<file path="config.mk">
export PLATFORM = sky130hd
export DESIGN_NAME = pwm_sync_gate
export DESIGN_NICKNAME = d
export VERILOG_FILES = /design/src/rtl/pwm_gate_pkg.sv /design/src/rtl/sync_window_timer.sv /design/src/rtl/sync_gate_fsm.sv /design/src/rtl/gate_mask.sv /design/src/rtl/pwm_sync_gate.sv
export SDC_FILE = /design/constraint.sdc
export NUM_CORES = 1
export LEC_CHECK = 0
export ABC_AREA = 1
export BUFFER_PORTS_ARGS = -buffer_cell sky130_fd_sc_hd__buf_2
export CAP_MARGIN = 0
export CORE_ASPECT_RATIO = 2
export CORE_UTILIZATION = 40
export CTS_CLUSTER_DIAMETER = 200
export DETAILED_ROUTE_END_ITERATION = 16
export SLEW_MARGIN = 15
export SYNTH_ARGS = -nofsm -noshare
export SYNTH_HDL_FRONTEND = slang
export SYNTH_SLANG_ARGS = --single-unit
</file>
<file path="constraint.sdc">
create_clock -name clk -period 2.7 [get_ports clk]
set_clock_uncertainty 0.15 [all_clocks]
set_input_delay 0.81 -clock clk [delete_from_list [all_inputs] [get_ports clk]]
set_output_delay 0.81 -clock clk [all_outputs]
set_load 0.02 [all_outputs]
</file>
<file path="src/rtl/pwm_gate_pkg.sv">
package pwm_gate_pkg;

    typedef enum logic [1:0] {
        MODE_LOW  = 2'd0,
        MODE_PASS = 2'd1,
        MODE_TRIP = 2'd2
    } gate_mode_e;

    typedef struct packed {
        logic sync;
        logic zero;
        logic cmpa;
        logic cmpb;
    } tmr_evt_s;

    function automatic logic mode_allows(input gate_mode_e m, input logic sync);
        return (m != MODE_TRIP) && ((m == MODE_PASS) || sync);
    endfunction

endpackage

</file>
<file path="src/rtl/sync_window_timer.sv">
module sync_window_timer #(
    parameter int WIN_W = 16
) (
    input  logic             clk,
    input  logic             rst,
    input  logic             armed_ok,
    input  logic             zero,
    input  logic             sync,
    input  logic [WIN_W-1:0] win_len,
    output logic             expire
);
    logic             open_q;
    logic [WIN_W-1:0] cnt_q;

    assign expire = open_q && !sync && (cnt_q == WIN_W'(1));

    always_ff @(posedge clk) begin
        if (rst || !armed_ok) begin
            open_q <= 1'b0;
            cnt_q  <= '0;
        end else if (zero && !sync && (win_len != '0)) begin
            open_q <= 1'b1;
            cnt_q  <= win_len;
        end else if (open_q) begin
            if (sync || cnt_q == WIN_W'(1)) begin
                open_q <= 1'b0;
            end else begin
                cnt_q <= cnt_q - WIN_W'(1);
            end
        end
    end
endmodule

</file>
<file path="src/rtl/sync_gate_fsm.sv">
module sync_gate_fsm
    import pwm_gate_pkg::*;
(
    input  logic       clk,
    input  logic       rst,
    input  tmr_evt_s   evt,
    input  logic       expire,
    input  logic       trip_clr,
    output gate_mode_e mode
);
    gate_mode_e mode_d;

    always_comb begin
        mode_d = mode;
        if (mode == MODE_TRIP) begin
            if (trip_clr) mode_d = MODE_LOW;
        end else if (expire) begin
            mode_d = MODE_TRIP;
        end else if (evt.sync) begin
            mode_d = MODE_PASS;
        end else if (evt.cmpb) begin
            mode_d = (mode == MODE_PASS) ? MODE_LOW : MODE_TRIP;
        end
    end

    always_ff @(posedge clk) begin
        if (rst) mode <= MODE_LOW;
        else     mode <= mode_d;
    end
endmodule

</file>
<file path="src/rtl/gate_mask.sv">
module gate_mask #(
    parameter int N = 2
) (
    input  logic         en,
    input  logic [N-1:0] din,
    output logic [N-1:0] dout
);
    for (genvar i = 0; i < N; i++) begin : g_bit
        assign dout[i] = din[i] & en;
    end
endmodule

</file>
<file path="src/rtl/pwm_sync_gate.sv">
module pwm_sync_gate
    import pwm_gate_pkg::*;
#(
    parameter int WIN_W = 16
) (
    input  logic             clk,
    input  logic             rst,
    input  logic             sync_i,
    input  logic             ctr_zero_i,
    input  logic             cmpa_i,
    input  logic             cmpb_i,
    input  logic             pwm_a_i,
    input  logic             pwm_b_i,
    input  logic [WIN_W-1:0] win_len_i,
    input  logic             trip_clr_i,
    output logic             pwm_a_o,
    output logic             pwm_b_o,
    output logic             cmpa_trig_o,
    output logic             cmpb_trig_o,
    output logic             trip_o,
    output logic [1:0]       mode_o
);
    localparam int NPH = 2;

    tmr_evt_s   evt;
    gate_mode_e mode;
    logic       expire;
    logic [NPH-1:0] ph_out;
    logic [1:0]     trig_out;

    assign evt = '{sync: sync_i, zero: ctr_zero_i, cmpa: cmpa_i, cmpb: cmpb_i};

    sync_window_timer #(.WIN_W(WIN_W)) i_timer (
        .clk     (clk),
        .rst     (rst),
        .armed_ok(mode != MODE_TRIP),
        .zero    (evt.zero),
        .sync    (evt.sync),
        .win_len (win_len_i),
        .expire  (expire)
    );

    sync_gate_fsm i_fsm (
        .clk     (clk),
        .rst     (rst),
        .evt     (evt),
        .expire  (expire),
        .trip_clr(trip_clr_i),
        .mode    (mode)
    );

    gate_mask #(.N(NPH)) i_ph_mask (
        .en  (mode == MODE_PASS),
        .din ({pwm_b_i, pwm_a_i}),
        .dout(ph_out)
    );

    gate_mask #(.N(2)) i_trig_mask (
        .en  (mode_allows(mode, evt.sync)),
        .din ({evt.cmpb, evt.cmpa}),
        .dout(trig_out)
    );

    assign pwm_a_o     = ph_out[0];
    assign pwm_b_o     = ph_out[1];
    assign cmpa_trig_o = trig_out[0];
    assign cmpb_trig_o = trig_out[1];
    assign trip_o      = (mode == MODE_TRIP);
    assign mode_o      = mode;
endmodule

</file>
==> metrics.csv, run 1 <==
metric,value,unit
Die X,47.0,um
sequential share of the synthesized area,23.4,%
Tcrit/Tclk final,86.3,%
Cell variety after synth,23,
HPWL after DPL,3.47,mm
Vias/cell,4.86,
ys flop type,dfxtp_1,
drt first-iter violations,25,
Nets,339,
total grt overflow,0,
max-cap violations,0,
layout cells sized above 1,22.2,%
CTS Root Cell,clkbuf_8,
status,"complete, no violations",
WS Path Type,primary input to primary output,
wire per inst,11.8,um
PortBufs,31,
layout overhead on the synthesized area,16.5,%
share of flip-flops with an asynchronous set or reset,0,%
vias,1759,
CP Max Fanout,4,
dominant cells by area after synthesis,"dfxtp_1, nand2_1, nand3_1, nor2_1, inv_1",
CTS Sinks,19,
P_leak,1.03,nW
worst-skew pair later-pin latency,270,ps
most frequent cells in the layout,"nand2_1, nor2_1, inv_1",
max-slew violation count,0,
io pins,32,
setup bufs post-CTS,0,
critical path startpoint category,primary input,
global-route wire length before repair,6.99,mm
final WL,4.27,mm
leading area contributor after synthesis,dfxtp_1,
WP data required,1740,ps
Hold Path Class,flop to flop,
Seq cells post-synth,19,
cts-stage hold buffer count,0,
RSZ-0062 raised after global routing,false,
Worst Tran Pin Value,315,ps
CTS resizes,0,
TritonCTS buffer count,3,
post-route ant nets,0,
area of the mapped netlist,1620,sq um
Period minus WS final,2330,ps
reg2reg start,i_timer.cnt_q[1]$_SDFFE_PP0P_,
initial antenna violation count,0,
GRT Total Usage,22.5,%
Synth top area share,23.4,%
Slew HR,79.0,%
Die Y,92.1,um
filler cell count,486,
Core Area,3880,sq um
multi-input logic area,1070,sq um
# setup viols final,0,
cell count after synthesis,275,
worst hold endpoint,i_timer.cnt_q[0]$_SDFFE_PP0P_,
Clock Pin Slew Worst Setup and Hold Paths,80,ps
ant diodes,0,
clock tree buffer depth,2,
reg2reg end,i_timer.cnt_q[14]$_SDFFE_PP0P_,
Starting Density,41.8,%
pwr dens,515,nW/um^2
worst vdd ir,0.000358,V
Core Rows,32,
register area,380,sq um
syn nets,302,
flop2flop setup slack,950,ps
die area,4330,sq um
final hold vios,0,
PnR Total Power,0.973,mW
FMAX,429,MHz
CTS tree,done,
number of global-route vias before repair,1641,
nature of the critical path endpoint,primary output,
GPL Wtd Cong,0.857,
Avg Inst Size Synth,5.90,sq um
H-tree levels,1,
R2R depth,11,
drt drc,0,
TNS Setup,0,ps
Hold Crit Depth,2,
worst hold start,i_timer.cnt_q[0]$_SDFFE_PP0P_,
number of synthesized flops with an enable pin,0,
first drt pass iteration count,5,
Synth Warn #,0,
crit path DAT,1370,ps
"most common cell after layout, fill and taps aside",nand2_1,
largest net degree at the start of global routing,15,
-- where the power goes --
group	switching [mW]	total (mW)	internal [mW]
sequential	0.0271	0.330	0.303
combinational	0.270	0.426	0.157
clock	0.113	0.216	0.103
total	0.410	0.973	0.563
-- routing by layer --
metal / GRT usage [%] / vias to the layer above / part of all wire, %
met5: 0 / - / 0
met4: 9.52 / 0 / 2.8
met3: 1.77 / 8 / 1.8
met2: 43.8 / 28 / 58
met1: 21.4 / 804 / 37
li1: - / 919 / -
-- state kept, by name, indices dropped and copies added, names as in the netlist --
| register | cells |
|---|---|
| i_timer.open_q | 1 |
| i_fsm.mode | 2 |
| i_timer.cnt_q | 16 |
-- Yosys cell counts, types with 4 or more instances --
library cell and instances:
nand3_1 31, dfxtp_1 19, nor2_1 39, nand2_1 101
nand2_2 4, a21oi_2 8, nand3b_1 4, inv_1 34
nor2_2 8
-- through the flow --
stage	worst slack, ps	instance area, sq um	util [%]	hold WS (ps)	instances
finish	369	1890	48.7	356	362
global route	285	1890	48.7	393	362
CTS	359	1890	48.7	360	362
detailed placement	305	1840	47.5	347	358
global placement	318	1840	47.5	351	358
floorplan	466	1620	-	307	275
-- how the worst max path moves through the flow --
stage,startpoint,end,cells after the start
2_1_floorplan,sync_i,cmpa_trig_o,4
3_3_place_gp,win_len_i[15],i_timer.cnt_q[15]$_SDFFE_PP0P_,11
3_5_place_dp,win_len_i[15],i_timer.cnt_q[14]$_SDFFE_PP0P_,11
4_1_cts,sync_i,cmpb_trig_o,6
5_1_grt,sync_i,cmpa_trig_o,6
6_report,sync_i,cmpb_trig_o,6
-- cell type report --
| class | count | area share [%] |
|---|---|---|
| Clock buffer | 3 | 2.18 |
| Tap cell | 51 | 3.38 |
| Clock inverter | 1 | 0.265 |
| Sequential cell | 19 | 20.1 |
| Timing Repair Buffer | 35 | 9.79 |
| Inverter | 35 | 7.61 |
| Multi-Input combinational cell | 218 | 56.7 |
-- critical path, cell delays in order --
cell	delay, ps
buf_2	110
inv_1	100
nand2_1	80
nand2_1	80
nor2_1	40
buf_2	150
-- cells by family (layout without fill, tap and decap cells) --
logic type | count (synthesis) | after routing | share of synthesized area, %
and+or+nand+nor | 199 | 199 | 56.6
buffers and inverters | 38 | 74 | 10.6
DFF | 19 | 19 | 23.4
AOI/OAI and AO/OA | 14 | 14 | 6.25
xor gates and xnor gates | 3 | 3 | 1.62
adders and majority gates | 2 | 2 | 1.54
(Power assumes the default switching activity.)
==> run 2, diff against run 1 <==
--- a/config.mk
+++ b/config.mk
@@ -15,4 +15,5 @@
 export SLEW_MARGIN = 15
 export SYNTH_ARGS = -nofsm -noshare
 export SYNTH_HDL_FRONTEND = slang
+export SYNTH_HIERARCHICAL = 1
 export SYNTH_SLANG_ARGS = --single-unit
==> run 2 against run 1 <==
Net effect: the flow now finishes with violations (DRC); setup slack lost 41 ps; combinational power shrank 19%; via count shrank 2.6%; first-iteration DRC count shrank 12%; utilization shrank 0.52 points; final area shrank 3.1%; critical path type unchanged; critical endpoint is now cmpa_trig_o.
==> metrics.csv, run 2 <==
metric,value,unit,change
final WL,4.31,mm,was 4.27 mm
"critical path, cell by cell","buf_2, inv_1, a21oi_2, nand2_1, inv_1, buf_2",,"was buf_2, inv_1, nand2_1, nand2_1, nor2_1, buf_2"
CTS Root Cell,clkbuf_8,,unchanged
Clock Pin Slew Worst Setup and Hold Paths,80,ps,about the same
io pins,32,,unchanged
largest net degree at the start of global routing,25,,was 15
PnR Total Power,0.881,mW,was 0.973 mW
cell count after synthesis,272,,was 275
Core Area,3800,sq um,was 3880 sq um
Die X,46.5,um,was 47.0 um
first drt pass iteration count,10,,was 5
layout overhead on the synthesized area,15.5,%,was 16.5%
number of global-route vias before repair,1639,,was 1641
TritonCTS buffer count,3,,unchanged
P_leak,0.987,nW,was 1.03 nW
Seq cells post-synth,19,,unchanged
register with the most flip-flops,i_timer/cnt_q,,was i_timer.cnt_q
PortBufs,31,,unchanged
# setup viols final,0,,unchanged
biggest regs,"i_timer/cnt_q x16, i_fsm/mode x2, i_timer/open_q x1",,"was i_timer.cnt_q x16, i_fsm.mode x2, i_timer.open_q x1"
drt drc,1,,was 0
max-cap violations,0,,unchanged
top-count cell post-synth,nand2_1,,unchanged
post-route ant nets,0,,unchanged
GRT Total Usage,22.7,%,was 22.5%
CTS tree,done,,unchanged
Largest register FFs,16,,unchanged
layout cells sized above 1,19.0,%,was 22.2%
Hold Path Class,flop to flop,,unchanged
syn nets,299,,was 302
Vias/cell,4.80,,was 4.86
cts-stage hold buffer count,0,,unchanged
Period minus WS final,2370,ps,was 2330 ps
Synth Warn #,6,,was 0
GPL Wtd Cong,0.903,,was 0.857
total grt overflow,0,,unchanged
most frequent cells after synthesis,"nand2_1, nor2_1, inv_1",,unchanged
critical path startpoint category,primary input,,unchanged
FMAX,422,MHz,was 429 MHz
CTS resizes,0,,unchanged
max-slew violation count,0,,unchanged
Core Rows,32,,unchanged
Worst Tran Pin Value,384,ps,was 315 ps
Final Hold Slack,324,ps,was 356 ps
ant diodes,0,,unchanged
DP Area,1790,sq um,was 1840 sq um
clock tree buffer depth,2,,unchanged
final core occ,48.2,%,was 48.7%
H-tree levels,1,,unchanged
drt first-iter violations,22,,was 25
CP max-delay cell,buf_2,,unchanged
worst-skew pair later-pin latency,260,ps,was 270 ps
share of flip-flops with an asynchronous set or reset,0,%,unchanged
filler cell count,438,,was 486
CP peak stage delay,150,ps,about the same
Avg Inst Size Synth,5.83,sq um,was 5.90 sq um
setup bufs post-CTS,0,,unchanged
HPWL after DPL,3.44,mm,was 3.47 mm
RSZ-0062 raised after global routing,false,,unchanged
ys flop type,dfxtp_1,,unchanged
dominant cells by area after synthesis,"dfxtp_1, nand2_1, nor2_1, nand3_1, inv_1",,"was dfxtp_1, nand2_1, nand3_1, nor2_1, inv_1"
"most common cell after layout, fill and taps aside",nand2_1,,unchanged
wire per inst,12.1,um,was 11.8 um
design area,1830,sq um,was 1890 sq um
status,"finished, violations left",,"was complete, no violations"
Tcrit/Tclk final,87.9,%,was 86.3%
violated checks,DRC,,
Die Y,91.1,um,was 92.1 um
CTS Sinks,19,,unchanged
area of the mapped netlist,1590,sq um,was 1620 sq um
CP Max Fanout,6,,was 4
Starting Density,41.7,%,was 41.8%
TNS Setup,0,ps,unchanged
leading area contributor after synthesis,dfxtp_1,,unchanged
die area,4240,sq um,was 4330 sq um
sequential share of the synthesized area,24.0,%,was 23.4%
nature of the critical path endpoint,primary output,,unchanged
crit path DAT,1410,ps,was 1370 ps
Synth top area share,24.0,%,was 23.4%
Nets,334,,was 339
worst path buffer plus inverter count,4,,was 3
Slew HR,74.3,%,was 79.0%
Cell variety after synth,27,,was 23
WP data required,1740,ps,about the same
vias,1713,,was 1759
global-route wire length before repair,7.09,mm,was 6.99 mm
most frequent cells in the layout,"nand2_1, nor2_1, inv_1",,unchanged
worst vdd ir,0.000342,V,was 0.000358 V
final hold vios,0,,unchanged
crit-path leading delay family,buffers and inverters,,unchanged
initial antenna violation count,0,,unchanged
WS Path Type,primary input to primary output,,unchanged
number of synthesized flops with an enable pin,0,,unchanged
pwr dens,481,nW/um^2,was 515 nW/um^2
[run 2: cell count changes after synthesis, moves of 4 or more]
cell     delta
a21oi_1     +7
a21oi_2     -7
nand2_1    -13
nand3_1     -4
nor2_1      +8
o21ai_0     +5
[run 2: worst reg2reg max path, stage by stage (launching register included)]
cell and delay [ps]:
dfxtp_1 330, inv_1 110, ha_1 220, nand2_1 150, nor2_2 280, nand2_1 90
nand2_1 70, nand2_1 50, nand3_1 60, nand3_1 70, nand2_1 60, inv_1 30
[run 2: metal layers]
layer  part of all wire, %  vias to the layer above  GRT usage, %
met5                     0                        -             0
met4                   3.0                        0          11.0
met3                   3.5                       10          2.58
met2                    54                       40          41.4
met1                    39                      753          23.0
li1                      -                      910             -
[run 2: metrics by stage]
stage,instances,worst slack (ps)
floorplan,272,578
global placement,353,329
detailed placement,353,318
CTS,357,317
global route,357,253
finish,357,328
[run 2: cell type report]
| cell class | instances | area (sq um) | area share (%) |
|---|---|---|---|
| Clock buffer | 4 | 45.0 | 2.46 |
| Multi-Input combinational cell | 211 | 1020 | 55.6 |
| Timing Repair Buffer | 33 | 170 | 9.29 |
| Inverter | 39 | 154 | 8.40 |
| Tap cell | 51 | 63.8 | 3.48 |
| Sequential cell | 19 | 380 | 20.8 |
[run 2: power by group]
part | switching (mW) | leakage, nW | internal (mW)
clock network | 0.103 | 0.0228 | 0.105
registers | 0.0258 | 0.156 | 0.301
logic | 0.220 | 0.808 | 0.127
total | 0.348 | 0.987 | 0.533
[run 2: final timing paths]
check / slack, ps / start / depth (start not counted) / endpoint
max: 330 / sync_i / 6 / cmpa_trig_o
min: 320 / i_timer/cnt_q[1]$_SDFFE_PP0P_ / 2 / i_timer/cnt_q[1]$_SDFFE_PP0P_
max reg2reg: 950 / i_timer/cnt_q[0]$_SDFFE_PP0P_ / 11 / i_timer/cnt_q[10]$_SDFFE_PP0P_
min reg2reg: 320 / i_timer/cnt_q[1]$_SDFFE_PP0P_ / 2 / i_timer/cnt_q[1]$_SDFFE_PP0P_
[run 2: cell families (layout without fill, tap and decap cells)]
| kind of cell | Yosys count | after routing | share of synthesized area [%] |
|---|---|---|---|
| AND/OR/NAND/NOR | 187 | 187 | 54.8 |
| buffers and inverters | 42 | 76 | 11.8 |
| AO/OA/AOI/OAI | 20 | 20 | 6.70 |
| flip-flops | 19 | 19 | 24.0 |
| adder cells (fa/ha/maj) | 2 | 2 | 1.58 |
| XOR/XNOR | 2 | 2 | 1.10 |
==> run 3, diff against run 2 <==
==> constraint.sdc (replaced) <==
create_clock -name clk -period 2.7 [get_ports clk]
set_clock_uncertainty 0.15 [all_clocks]
set_input_delay 0.81 -clock clk [delete_from_list [all_inputs] [get_ports clk]]
set_output_delay 0.81 -clock clk [all_outputs]
set_load 0.1 [all_outputs]
==> run 3 against run 2 <==
Net effect: the flow now finishes without violations; utilization grew 1.7 points; total power increased by 6.3%; final area increased by 3.6%; wire length grew 0.56%; non-clock buffer count increased by 2; clock-buffer cell count down 1; register-to-register slack improved by 60 ps; clock power hardly changed; global-route usage is 0.29 points lower; setup slack lost 92 ps; via count is 1.5% higher; critical path type unchanged; critical endpoint unchanged.
==> metrics.csv, run 3 (synthesis results as in run 2) <==
metric,value,unit,change
status,"complete, no violations",,"was finished, violations left"
vias,1738,,was 1713
clock tree buffer depth,2,,unchanged
max-slew violation count,0,,unchanged
Die X,46.5,um,unchanged
crit-path leading delay family,buffers and inverters,,unchanged
dpl ws,230,ps,was 318 ps
Tcrit/Tclk final,91.2,%,was 87.9%
Core Rows,32,,unchanged
CTS resizes,0,,unchanged
total grt overflow,0,,unchanged
WS Path Type,primary input to primary output,,unchanged
WP data required,1740,ps,about the same
io pins,32,,unchanged
Hold Path Class,flop to flop,,unchanged
RSZ-0062 raised after global routing,false,,unchanged
"most common cell after layout, fill and taps aside",nand2_1,,unchanged
Clock Pin Slew Worst Setup and Hold Paths,70,ps,was 80 ps
most frequent cells in the layout,"nand2_1, nor2_1, inv_1",,unchanged
layout cells sized above 1,21.4,%,was 19.0%
CTS Root Cell,clkbuf_8,,unchanged
PortBufs,31,,unchanged
crit path DAT,1500,ps,was 1410 ps
max-cap violations,0,,unchanged
drt first-iter violations,62,,was 22
DP Area,1850,sq um,was 1790 sq um
GRT Total Usage,22.5,%,was 22.7%
wire per inst,12.1,um,about the same
CP Max Fanout,6,,unchanged
HPWL after DPL,3.56,mm,was 3.44 mm
Nets,336,,was 334
CTS tree,done,,unchanged
H-tree levels,1,,unchanged
CP peak stage delay,160,ps,was 150 ps
first drt pass iteration count,4,,was 10
layout overhead on the synthesized area,19.6,%,was 15.5%
"Worst Setup Slack, final",236,ps,was 328 ps
Die Y,91.1,um,unchanged
initial antenna violation count,0,,unchanged
GPL Wtd Cong,0.940,,was 0.903
Vias/cell,4.84,,was 4.80
CP max-delay cell,buf_12,,was buf_2
Starting Density,41.7,%,unchanged
setup bufs post-CTS,0,,unchanged
final core occ,49.9,%,was 48.2%
design area,1900,sq um,was 1830 sq um
post-route ant nets,0,,unchanged
number of global-route vias before repair,1660,,was 1639
CTS Sinks,19,,unchanged
ant diodes,0,,unchanged
Worst Tran Pin Value,491,ps,was 384 ps
final WL,4.33,mm,was 4.31 mm
worst path buffer plus inverter count,4,,unchanged
global-route wire length before repair,6.97,mm,was 7.09 mm
Slew HR,67.5,%,was 74.3%
nature of the critical path endpoint,primary output,,unchanged
PnR Total Power,0.937,mW,was 0.881 mW
Largest register FFs,16,,unchanged
TritonCTS buffer count,3,,unchanged
worst vdd ir,0.000299,V,was 0.000342 V
final hold vios,0,,unchanged
critical path startpoint category,primary input,,unchanged
"non-filler cells, final",359,,was 357
worst-skew pair later-pin latency,260,ps,about the same
pwr dens,494,nW/um^2,was 481 nW/um^2
largest net degree at the start of global routing,17,,was 25
# setup viols final,0,,unchanged
P_leak,0.992,nW,was 0.987 nW
die area,4240,sq um,unchanged
FMAX,406,MHz,was 422 MHz
Core Area,3800,sq um,unchanged
Period minus WS final,2460,ps,was 2370 ps
"critical path, cell by cell","buf_2, inv_1, a21oi_2, nand2_1, clkinvlp_4, buf_12",,"was buf_2, inv_1, a21oi_2, nand2_1, inv_1, buf_2"
drt drc,0,,was 1
register with the most flip-flops,i_timer/cnt_q,,unchanged
cts-stage hold buffer count,0,,unchanged
biggest regs,"i_timer/cnt_q x16, i_fsm/mode x2, i_timer/open_q x1",,unchanged
placed cells,355,,was 353
run 3: cell count changes in the layout (fill, tap and decap cells not counted), moves of 2 or more:
cell,change
inv_1,-3
buf_12,+2
buf_2,-2
buf_4,+2
clkinvlp_4,+2
dfxtp_1,-2
run 3: power by group:
group          switching, mW  internal [mW]  leakage [nW]
Combinational          0.267          0.137         0.810
Sequential            0.0275          0.301         0.157
Clock                  0.102          0.103        0.0255
Total                  0.396          0.541         0.992
run 3: final timing paths:
check,startpoint,end,slack [ps],cells past startpoint
worst max-delay path,sync_i,cmpa_trig_o,240,6
worst min-delay path,i_timer/cnt_q[0]$_SDFFE_PP0P_,i_timer/cnt_q[0]$_SDFFE_PP0P_,340,2
worst min register to register,i_timer/cnt_q[0]$_SDFFE_PP0P_,i_timer/cnt_q[0]$_SDFFE_PP0P_,340,2
worst max register to register,i_timer/cnt_q[1]$_SDFFE_PP0P_,i_timer/cnt_q[14]$_SDFFE_PP0P_,1010,11
run 3: stage by stage:
step	hold WS (ps)	TNS, ps
4_1_cts	336	0
3_5_place_dp	323	0
2_1_floorplan	293	-4.41
5_1_grt	354	0
6_report	339	0
3_3_place_gp	316	0
run 3: final cells by class:
cell class / count / area, sq um
tap: 51 / 63.8
inverter: 39 / 164
multi-input combinational: 211 / 1020
clock buffer: 3 / 41.3
timing repair buffer: 35 / 215
clock inverter: 1 / 5.00
sequential: 19 / 385
fill: 431 / 1910
run 3: tightest hold or removal path, cell delays in order, from the launching register on:
cell     delay [ps]
dfxtp_1         330
nand2_1          70
a21oi_1          50
run 3: layer usage:
layer	global-route usage, %	part of all wire [%]	vias up
li1	-	-	907
met1	20.6	36	780
met2	43.9	59	45
met3	2.19	3.0	6
met4	9.31	2.1	0
met5	0	0	-
